**src/rtl/conio_pkg.sv**
```systemverilog
package conio_pkg;
  typedef enum logic [3:0] {
    OP_NONE,
    OP_SKIP_IEN,
    OP_IEN_ON,
    OP_IEN_OFF,
    OP_SKIP_PEND,
    OP_SKIP_RX,
    OP_SET_RXIE,
    OP_READ_RX,
    OP_SET_TXF,
    OP_SKIP_TX,
    OP_CLR_TXF,
    OP_SEND,
    OP_SKIP_ANY,
    OP_SEND_CLR,
    OP_ILLEGAL
  } io_op_e;
endpackage

```
**src/rtl/conio_decode.sv**
```systemverilog
module conio_decode
  import conio_pkg::*;
#(
  parameter int WORD_W   = 12,
  parameter int GRP_IOT  = 6,
  parameter int DEV_INTC = 0,
  parameter int DEV_KBD  = 3,
  parameter int DEV_PRT  = 4
) (
  input  logic              valid,
  input  logic [WORD_W-1:0] instr,
  output io_op_e            op
);
  localparam int SUB_W = 3;
  localparam int DEV_W = 6;
  localparam logic [2:0]       GRP_C  = 3'(GRP_IOT);
  localparam logic [DEV_W-1:0] INTC_C = DEV_W'(DEV_INTC);
  localparam logic [DEV_W-1:0] KBD_C  = DEV_W'(DEV_KBD);
  localparam logic [DEV_W-1:0] PRT_C  = DEV_W'(DEV_PRT);

  logic [2:0]       grp;
  logic [DEV_W-1:0] dev;
  logic [SUB_W-1:0] sub;

  assign grp = instr[WORD_W-1 -: 3];
  assign dev = instr[SUB_W +: DEV_W];
  assign sub = instr[SUB_W-1:0];

  always_comb begin
    op = OP_NONE;
    if (valid && grp == GRP_C) begin
      op = OP_ILLEGAL;
      if (dev == INTC_C) begin
        case (sub)
          3'd0: op = OP_SKIP_IEN;
          3'd1: op = OP_IEN_ON;
          3'd2: op = OP_IEN_OFF;
          3'd3: op = OP_SKIP_PEND;
          default: op = OP_ILLEGAL;
        endcase
      end else if (dev == KBD_C) begin
        case (sub)
          3'd1: op = OP_SKIP_RX;
          3'd5: op = OP_SET_RXIE;
          3'd6: op = OP_READ_RX;
          default: op = OP_ILLEGAL;
        endcase
      end else if (dev == PRT_C) begin
        case (sub)
          3'd0: op = OP_SET_TXF;
          3'd1: op = OP_SKIP_TX;
          3'd2: op = OP_CLR_TXF;
          3'd4: op = OP_SEND;
          3'd5: op = OP_SKIP_ANY;
          3'd6: op = OP_SEND_CLR;
          default: op = OP_ILLEGAL;
        endcase
      end
    end
  end
endmodule

```
**src/rtl/conio_intr.sv**
```systemverilog
module conio_intr
  import conio_pkg::*;
(
  input  logic   clk,
  input  logic   rst,
  input  logic   instr_done,
  input  io_op_e op,
  output logic   ien,
  output logic   ien_dly
);
  logic en_n, dly_n;

  always_comb begin
    en_n  = ien;
    dly_n = ien_dly;
    if (instr_done) begin
      if (ien_dly) en_n = 1'b1;
      dly_n = 1'b0;
      case (op)
        OP_IEN_ON:  dly_n = 1'b1;
        OP_IEN_OFF: begin
          en_n  = 1'b0;
          dly_n = 1'b0;
        end
        default: ;
      endcase
    end
  end

  always_ff @(posedge clk) begin
    if (rst) begin
      ien     <= 1'b0;
      ien_dly <= 1'b0;
    end else begin
      ien     <= en_n;
      ien_dly <= dly_n;
    end
  end
endmodule

```
**src/rtl/conio_term.sv**
```systemverilog
module conio_term
  import conio_pkg::*;
#(
  parameter int WORD_W = 12,
  parameter int CHAR_W = 8
) (
  input  logic              clk,
  input  logic              rst,
  input  io_op_e            op,
  input  logic [WORD_W-1:0] acc_in,
  input  logic              rx_strobe,
  input  logic [CHAR_W-1:0] rx_char,
  input  logic              tx_done,
  output logic              rx_flag,
  output logic              tx_flag,
  output logic [CHAR_W-1:0] rx_data,
  output logic [1:0]        rxie,
  output logic [CHAR_W-1:0] tx_char,
  output logic              tx_req
);
  always_ff @(posedge clk) begin
    if (rst) begin
      rx_flag <= 1'b0;
      tx_flag <= 1'b0;
      rx_data <= '0;
      rxie    <= '0;
      tx_char <= '0;
      tx_req  <= 1'b0;
    end else begin
      tx_req <= 1'b0;
      case (op)
        OP_READ_RX:  rx_flag <= 1'b0;
        OP_SET_RXIE: rxie <= acc_in[1:0];
        OP_SET_TXF:  tx_flag <= 1'b1;
        OP_CLR_TXF:  tx_flag <= 1'b0;
        OP_SEND: begin
          tx_char <= acc_in[CHAR_W-1:0];
          tx_req  <= 1'b1;
        end
        OP_SEND_CLR: begin
          tx_char <= acc_in[CHAR_W-1:0];
          tx_req  <= 1'b1;
          tx_flag <= 1'b0;
        end
        default: ;
      endcase
      // line events override a same-cycle clear
      if (rx_strobe) begin
        rx_flag <= 1'b1;
        rx_data <= rx_char;
      end
      if (tx_done) tx_flag <= 1'b1;
    end
  end
endmodule

```
**src/rtl/conio_unit.sv**
```systemverilog
module conio_unit
  import conio_pkg::*;
#(
  parameter int WORD_W   = 12,
  parameter int CHAR_W   = 8,
  parameter int GRP_IOT  = 6,
  parameter int DEV_INTC = 0,
  parameter int DEV_KBD  = 3,
  parameter int DEV_PRT  = 4
) (
  input  logic              clk,
  input  logic              rst,
  input  logic              instr_valid,
  input  logic [WORD_W-1:0] instr,
  input  logic [WORD_W-1:0] acc_in,
  input  logic              rx_strobe,
  input  logic [CHAR_W-1:0] rx_char,
  input  logic              tx_done,
  output logic              skip,
  output logic              acc_we,
  output logic [WORD_W-1:0] acc_wdata,
  output logic              tx_req,
  output logic [CHAR_W-1:0] tx_char,
  output logic              irq_pending,
  output logic              illegal
);
  localparam int PAD_W = WORD_W - CHAR_W;

  io_op_e            op;
  logic              ien, ien_dly;
  logic              rx_flag, tx_flag;
  logic [CHAR_W-1:0] rx_data;
  logic [1:0]        rxie;
  logic              skip_n;
  logic              done;

  conio_decode #(
    .WORD_W(WORD_W), .GRP_IOT(GRP_IOT),
    .DEV_INTC(DEV_INTC), .DEV_KBD(DEV_KBD), .DEV_PRT(DEV_PRT)
  ) u_dec (
    .valid(instr_valid), .instr(instr), .op(op)
  );

  assign done = instr_valid && (op != OP_ILLEGAL);

  conio_intr u_intr (
    .clk(clk), .rst(rst), .instr_done(done), .op(op),
    .ien(ien), .ien_dly(ien_dly)
  );

  conio_term #(.WORD_W(WORD_W), .CHAR_W(CHAR_W)) u_term (
    .clk(clk), .rst(rst), .op(op), .acc_in(acc_in),
    .rx_strobe(rx_strobe), .rx_char(rx_char), .tx_done(tx_done),
    .rx_flag(rx_flag), .tx_flag(tx_flag), .rx_data(rx_data),
    .rxie(rxie), .tx_char(tx_char), .tx_req(tx_req)
  );

  assign irq_pending = (rxie[0] & rx_flag) | (rxie[1] & tx_flag);

  always_comb begin
    case (op)
      OP_SKIP_IEN:  skip_n = ien;
      OP_SKIP_PEND: skip_n = irq_pending;
      OP_SKIP_RX:   skip_n = rx_flag;
      OP_SKIP_TX:   skip_n = tx_flag;
      OP_SKIP_ANY:  skip_n = rx_flag | tx_flag;
      default:      skip_n = 1'b0;
    endcase
  end

  always_ff @(posedge clk) begin
    if (rst) begin
      skip      <= 1'b0;
      acc_we    <= 1'b0;
      acc_wdata <= '0;
      illegal   <= 1'b0;
    end else begin
      skip      <= skip_n;
      acc_we    <= (op == OP_READ_RX);
      acc_wdata <= (op == OP_READ_RX) ? {{PAD_W{1'b0}}, rx_data} : '0;
      illegal   <= (op == OP_ILLEGAL);
    end
  end
endmodule

```
**config.mk**
```make
export PLATFORM = sky130hd
export DESIGN_NAME = conio_unit
export DESIGN_NICKNAME = d
export VERILOG_FILES = /design/src/rtl/conio_pkg.sv /design/src/rtl/conio_decode.sv /design/src/rtl/conio_intr.sv /design/src/rtl/conio_term.sv /design/src/rtl/conio_unit.sv
export SDC_FILE = /design/constraint.sdc
export NUM_CORES = 1
export LEC_CHECK = 0
export BUFFER_PORTS_ARGS = -buffer_cell sky130_fd_sc_hd__buf_2
export CORE_MARGIN = 2
export CORE_UTILIZATION = 49
export CTS_CLUSTER_DIAMETER = 100
export CTS_CLUSTER_SIZE = 40
export DETAILED_ROUTE_END_ITERATION = 8
export PLACE_DENSITY = 0.85
export SKIP_CTS_REPAIR_TIMING = 1
export SLEW_MARGIN = 30
export SYNTH_ARGS = -nofsm -noshare
export SYNTH_HDL_FRONTEND = slang
export SYNTH_SLANG_ARGS = --single-unit
export TNS_END_PERCENT = 5
```
**constraint.sdc**
```tcl
create_clock -name clk -period 3.01 [get_ports clk]
set_input_delay 0.602 -clock clk [delete_from_list [all_inputs] [get_ports clk]]
set_output_delay 0.602 -clock clk [all_outputs]
set_load 0.01 [all_outputs]
```
* Word-level counts from Yosys, hierarchy flattened
Cells that the tools add are included.
** Storage, ports and cells
- Bits in registers :: 38
- Logic and storage cells :: 69
- Input bits :: 37
- Output and inout bits :: 25
** Cells by class
- Reductions and logical operators :: 11
- Equal/unequal tests :: 24
- Bitwise operators :: 5
- Multiplexer cells :: 16
** Operators with widths (number)
- == test 4 bit (second input constant) :: 7
- one-hot mux 3 bit (6 select lines) :: 1
- == test 4 x 3 -> 1 bit (second input constant) :: 4
- 2-to-1 mux 4 bit :: 4
- one-hot mux 4 bit (4 select lines) :: 1
- == test 3 bit (second input constant) :: 4
- one-hot mux 4 bit (3 select lines) :: 1
- == test 4 x 2 -> 1 bit (second input constant) :: 2
- 2-to-1 mux 1 bit :: 7
- == test 3 x 2 -> 1 bit (second input constant) :: 2
- == test 6 x 2 -> 1 bit (second input constant) :: 1
- == test 6 x 3 -> 1 bit (second input constant) :: 1
- zero test 6 bit :: 1
- OR reduction 2 bit :: 3
- one-hot mux 1 bit (5 select lines) :: 1
- == test 4 x 1 -> 1 bit (second input constant) :: 1
- inequality test 4 bit (second input constant) :: 1
- nonzero test 2 bit :: 2
- == test 3 x 1 -> 1 bit (second input constant) :: 1
- zero test 3 bit :: 1
- nonzero test 3 bit :: 1
- AND 1 bit :: 2
- logical AND 1 bit :: 2
- OR 1 bit :: 2
- 3 further kinds :: 3

* Longest topological paths before layout
- Word-level depth :: 10
- Gate-level depth with buffers :: 8
- Mapped depth without buffers :: 6

* Cells and area by module
From an unflattened synthesis, not the netlist that was laid out.
** Second synthesis, totals
- Cell total of the unflattened synthesis :: 169
- Area total of the unflattened synthesis :: 1586.5 um2
** By module, submodules not included
- conio_term :: times used 1, area an instance 823.3 um2, sequential area each 420.4 um2, cells an instance 87
- conio_unit :: times used 1, area an instance 425.4 um2, sequential area each 220.2 um2, cells an instance 38
- conio_decode :: times used 1, area an instance 247.7 um2, sequential area each 0.0 um2, cells an instance 36
- conio_intr :: times used 1, area an instance 90.1 um2, sequential area each 40.0 um2, cells an instance 8

* Least setup slack after synthesis
OpenSTA, ideal clock, no wires.
- Path type :: input port to flip-flop
- From :: in instr[1]
- To :: reg u_term.tx_char[2]
- Required time :: 2.940 ns
- Data arrival time :: 2.240 ns
- Stages on the path :: 8
- Setup slack :: 0.700 ns
- Path through :: buf_4 > or3b_1 > and3_1 > o311a_1 > buf_6 > xor2_1 > o21ai_0 > a21oi_1
** On the way
- Cells in the longest elaborated chain, start to end :: 8
- Elaborated cells between the ends (all ways) :: 17
- Those cells by class :: 8 x eq/ne; 7 x mux; 2 x reduce/logical
** RTL lines
- from (decl) :: RTL line conio_unit.sv:14 : input logic [WORD_W-1:0] instr,
- == test 3 bit, or another cell as far along :: RTL line conio_decode.sv:42, conio_decode.sv:49
- one-hot mux 3 bit (6 select lines) :: RTL line conio_decode.sv:49 : case (sub)
- 2-to-1 mux 4 bit :: RTL line conio_decode.sv:48 : end else if (dev == PRT_C) begin
- 2-to-1 mux 4 bit :: RTL line conio_decode.sv:41 : end else if (dev == KBD_C) begin
- 2-to-1 mux 4 bit * :: RTL line conio_decode.sv:33 : if (dev == INTC_C) begin
- 2-to-1 mux 4 bit * :: RTL line conio_decode.sv:31 : if (valid && grp == GRP_C) begin
- == test 4 bit :: RTL line conio_term.sv:31 : case (op)
- OR reduction 2 bit (no source line) *
- to (signal assigned) :: RTL line conio_term.sv:37 : tx_char <= acc_in[CHAR_W-1:0];
- to (signal assigned) :: RTL line conio_term.sv:41 : tx_char <= acc_in[CHAR_W-1:0];
- to (decl) :: RTL line conio_term.sv:18 : output logic [CHAR_W-1:0] tx_char,
Every way passes the cells marked *; elsewhere a longest branch is shown, timed or not.
A chain may end at the register's enable or synchronous reset.

* Worst setup path after layout
- From :: in instr[1]
- To :: reg u_term.tx_char[6]
Same word-level chain as after synthesis.

==> reports/metrics.json <==
{
  "outcome": {
    "outcome": "completed"
  },
  "synth": {
    "postSynth.asyncResetShare_pct": 0,
    "yosys.area.top_type_share_pct": 40.6,
    "total_of_warnings_raised_by_yosys": 0,
    "synth.top_cells.by_area": "sky130_fd_sc_hd__dfxtp_1 41%, sky130_fd_sc_hd__mux2i_1 6.6%, sky130_fd_sc_hd__nor2_1 3.6%",
    "synth_top_flop_cell": "sky130_fd_sc_hd__dfxtp_1",
    "flip_flop_and_latch_count_after_synthesis": 34,
    "netlist_instances": 178,
    "per_instance_average_area_after_synthesis_um2": 9.41,
    "synth_top_area_cell": "sky130_fd_sc_hd__dfxtp_1",
    "synth-seq-area-share_pct": 40.6,
    "synth.lib_cells_used.distinct": 47,
    "number_of_synthesized_flops_with_an_enable_pin": 0,
    "synth_area_um2": 1680
  },
  "finish": {
    "finish.net_count": 266,
    "final.fill_count": 294,
    "seqCellArea_um2": 681,
    "mostFrequentLayoutCell": "sky130_fd_sc_hd__buf_2",
    "n_antenna_cell": 0,
    "multi_input_comb_area_um2": 906,
    "post_route_cells_drive_above_1_share_pct": 31.3,
    "syn_to_final_growth_pct": 18.9,
    "highest_count_cells_in_the_layout_ignoring_fill_and_taps": "53 x sky130_fd_sc_hd__buf_2, 34 x sky130_fd_sc_hd__dfxtp_1, 16 x sky130_fd_sc_hd__nor2_1",
    "final-instance-count-excl-fill": 276
  },
  "placement": {
    "port_buffers": 53,
    "post-place-cells": 268,
    "place_hpwl_um": 2370,
    "placement.setup.worst_slack_ns": 0.318,
    "place.gp.congestion": 0.866
  },
  "clock_tree": {
    "cts.root.buffer_cell": "sky130_fd_sc_hd__clkbuf_4",
    "numCtsBuffers": 5,
    "insertion_delay_ns": 0.34,
    "clock_tree_from_tritoncts": "done",
    "cts.sinks": 34,
    "htree_num_levels": 2,
    "cts.path.max_buffers": 2,
    "clkSlewWorstSetupHoldPaths_ns": 0.10
  },
  "floorplan": {
    "core_area_um2": 3310,
    "placementRows": 21,
    "start_util_pct": 50.6,
    "num_io_pins": 62,
    "die_area_um2": 3900,
    "fp.dieW_um": 62.5,
    "die_height_um": 62.5
  },
  "run": {
    "maxCapViolations": 0
  },
  "critical_path": {
    "end_kind": "flip-flop",
    "setup.worst_path.class": "in2reg",
    "timing.critical_path.fanout_max": 11,
    "data_arrival_time_of_the_critical_path_ns": 2.58,
    "critPathLaunchType": "input pin",
    "path_cells": "buf_2, or3b_1, and3_1, o311a_1, xor2_1, o21ai_0, a21oi_1",
    "cp_slowest_stage_delay_ns": 0.51,
    "cp_slowest_cell": "sky130_fd_sc_hd__o311a_1",
    "worst_ep_required_time_ns": 3.28
  },
  "sta": {
    "max_slew_violation_count": 0,
    "final_period_minus_worst_setup_slack_ns": 2.31,
    "achievable-frequency_mhz": 433,
    "fin_skew_ns": 0.00159,
    "setup_violations": 0,
    "grt_setup_unrepaired": "no",
    "setup-tns-final_ns": 0,
    "finalHoldViolCount": 0,
    "fin_ws_ns": 0.700,
    "worstMarginPinSlew_ns": 0.518,
    "finalCritPeriodShare_pct": 76.8,
    "slew_headroom_pct": 65.5
  },
  "power": {
    "p_per_area_nw_per_um2": 412,
    "ir_worst_vdd_mv": 0.207,
    "design_power_total_mw": 0.820,
    "cellLeakagePower_nw": 0.896
  },
  "grt": {
    "grt_max_degree": 30,
    "global_route.overflow_total": 0,
    "grt_pass1_wl_um": 5590,
    "vias_in_the_first_global_route": 1298,
    "grt_antenna_before_repair": 0,
    "grtUsageTotal_pct": 18.0
  },
  "routing": {
    "routed_wirelength_um": 3280,
    "initial_drc_count": 63,
    "tritonroute_pass_1_iters": 4,
    "detail-route-antenna-nets": 0,
    "vias": 1462,
    "detail_route.vias_per_cell": 5.30,
    "drt_drc_violations_left": 0,
    "wl_per_cell_um": 11.9
  },
  "hold_path": {
    "worst_hold_path_type": "reg2reg"
  }
}
[worst max-delay path, delay by kind of cell]
family / cells / cell delay, ns
AOI/OAI and AO/OA: 3 / 0.81
xor gates and xnor gates: 1 / 0.47
buffers and inverters: 1 / 0.16
and+or+nand+nor: 2 / 0.53
[power by group]
| group | switching (mW) | internal [mW] |
|---|---|---|
| clock network | 0.154 | 0.112 |
| registers | 0.00520 | 0.458 |
| logic | 0.0500 | 0.0399 |
| total | 0.209 | 0.611 |
[kinds of logic (layout without fill, tap and decap cells)]
logic type | after synthesis | count (layout) | share of synthesized area (%)
flops | 34 | 34 | 40.6
xor+xnor | 2 | 2 | 2.17
simple gates | 76 | 76 | 27.3
mux | 11 | 11 | 6.57
buf+inv | 15 | 64 | 5.97
other cells | 1 | 4 | 0.224
compound gates | 39 | 39 | 17.2
[stage by stage]
step	hold slack (ns)	utilization [%]	area (um^2)
finish	0.465	60.2	1990
global placement	0.433	58.2	1930
global route	0.479	60.2	1990
CTS	0.468	60.2	1990
detailed placement	0.443	58.2	1930
floorplan	0.429	-	1690
[final cells by class]
cell class / instances / area share, %
Inverter: 1 / 0.188
Clock buffer: 6 / 2.58
Clock inverter: 2 / 0.628
Multi-Input combinational cell: 132 / 45.5
Tap cell: 46 / 2.89
Timing Repair Buffer: 55 / 14.1
Sequential cell: 34 / 34.2
[sequential cells by signal (all words and copies together), names as in the netlist]
name	cells
u_intr.ien_dly	1
acc_wdata	8
u_term.tx_flag	1
u_term.rxie	2
skip	1
u_term.rx_data	8
illegal	1
u_intr.ien	1
u_term.rx_flag	1
u_term.tx_req	1
acc_we	1
u_term.tx_char	8
[final timing paths]
kind	from	to	slack, ns	depth (start not counted)
worst max register to register	u_term.tx_flag$_SDFFE_PP0P_	skip$_SDFF_PP0_	1.91	4
worst max-delay path	instr[1]	u_term.tx_char[6]$_SDFFE_PP0P_	0.70	7
worst min register to register	u_term.rx_data[0]$_SDFFE_PP0P_	acc_wdata[0]$_SDFF_PP0_	0.47	1
worst min-delay path	u_term.rx_data[0]$_SDFFE_PP0P_	acc_wdata[0]$_SDFF_PP0_	0.47	1
[synth_stat cells (2+ instances only)]
library cell / count
sky130_fd_sc_hd__a211oi_1: 4
sky130_fd_sc_hd__nor3_1: 2
sky130_fd_sc_hd__and3_1: 2
sky130_fd_sc_hd__nand2b_1: 8
sky130_fd_sc_hd__clkbuf_1: 4
sky130_fd_sc_hd__nor4_1: 2
sky130_fd_sc_hd__buf_6: 3
sky130_fd_sc_hd__a41o_1: 2
sky130_fd_sc_hd__nor2b_1: 4
sky130_fd_sc_hd__o21ai_0: 9
sky130_fd_sc_hd__a21o_1: 2
sky130_fd_sc_hd__nand3_1: 2
sky130_fd_sc_hd__o21ai_1: 2
sky130_fd_sc_hd__dfxtp_1: 34
sky130_fd_sc_hd__a21oi_1: 10
sky130_fd_sc_hd__buf_2: 2
sky130_fd_sc_hd__nor2_1: 16
sky130_fd_sc_hd__and2_1: 9
sky130_fd_sc_hd__buf_4: 5
sky130_fd_sc_hd__nand2_1: 10
sky130_fd_sc_hd__mux2i_1: 11
sky130_fd_sc_hd__nand4_1: 9
sky130_fd_sc_hd__and3b_1: 2
[metal layers]
layer  up-vias  track usage [%]  share of wire [%]  routed length [um]
li1        740                -                  -                   -
met3         5             5.59                6.3                 207
met4         0             8.06                1.7                  55
met2        53             30.2                 48                1580
met5         -                0                  0                   0
met1       664             21.0                 44                1440
No activity file was read; power rests on OpenSTA's default activity.
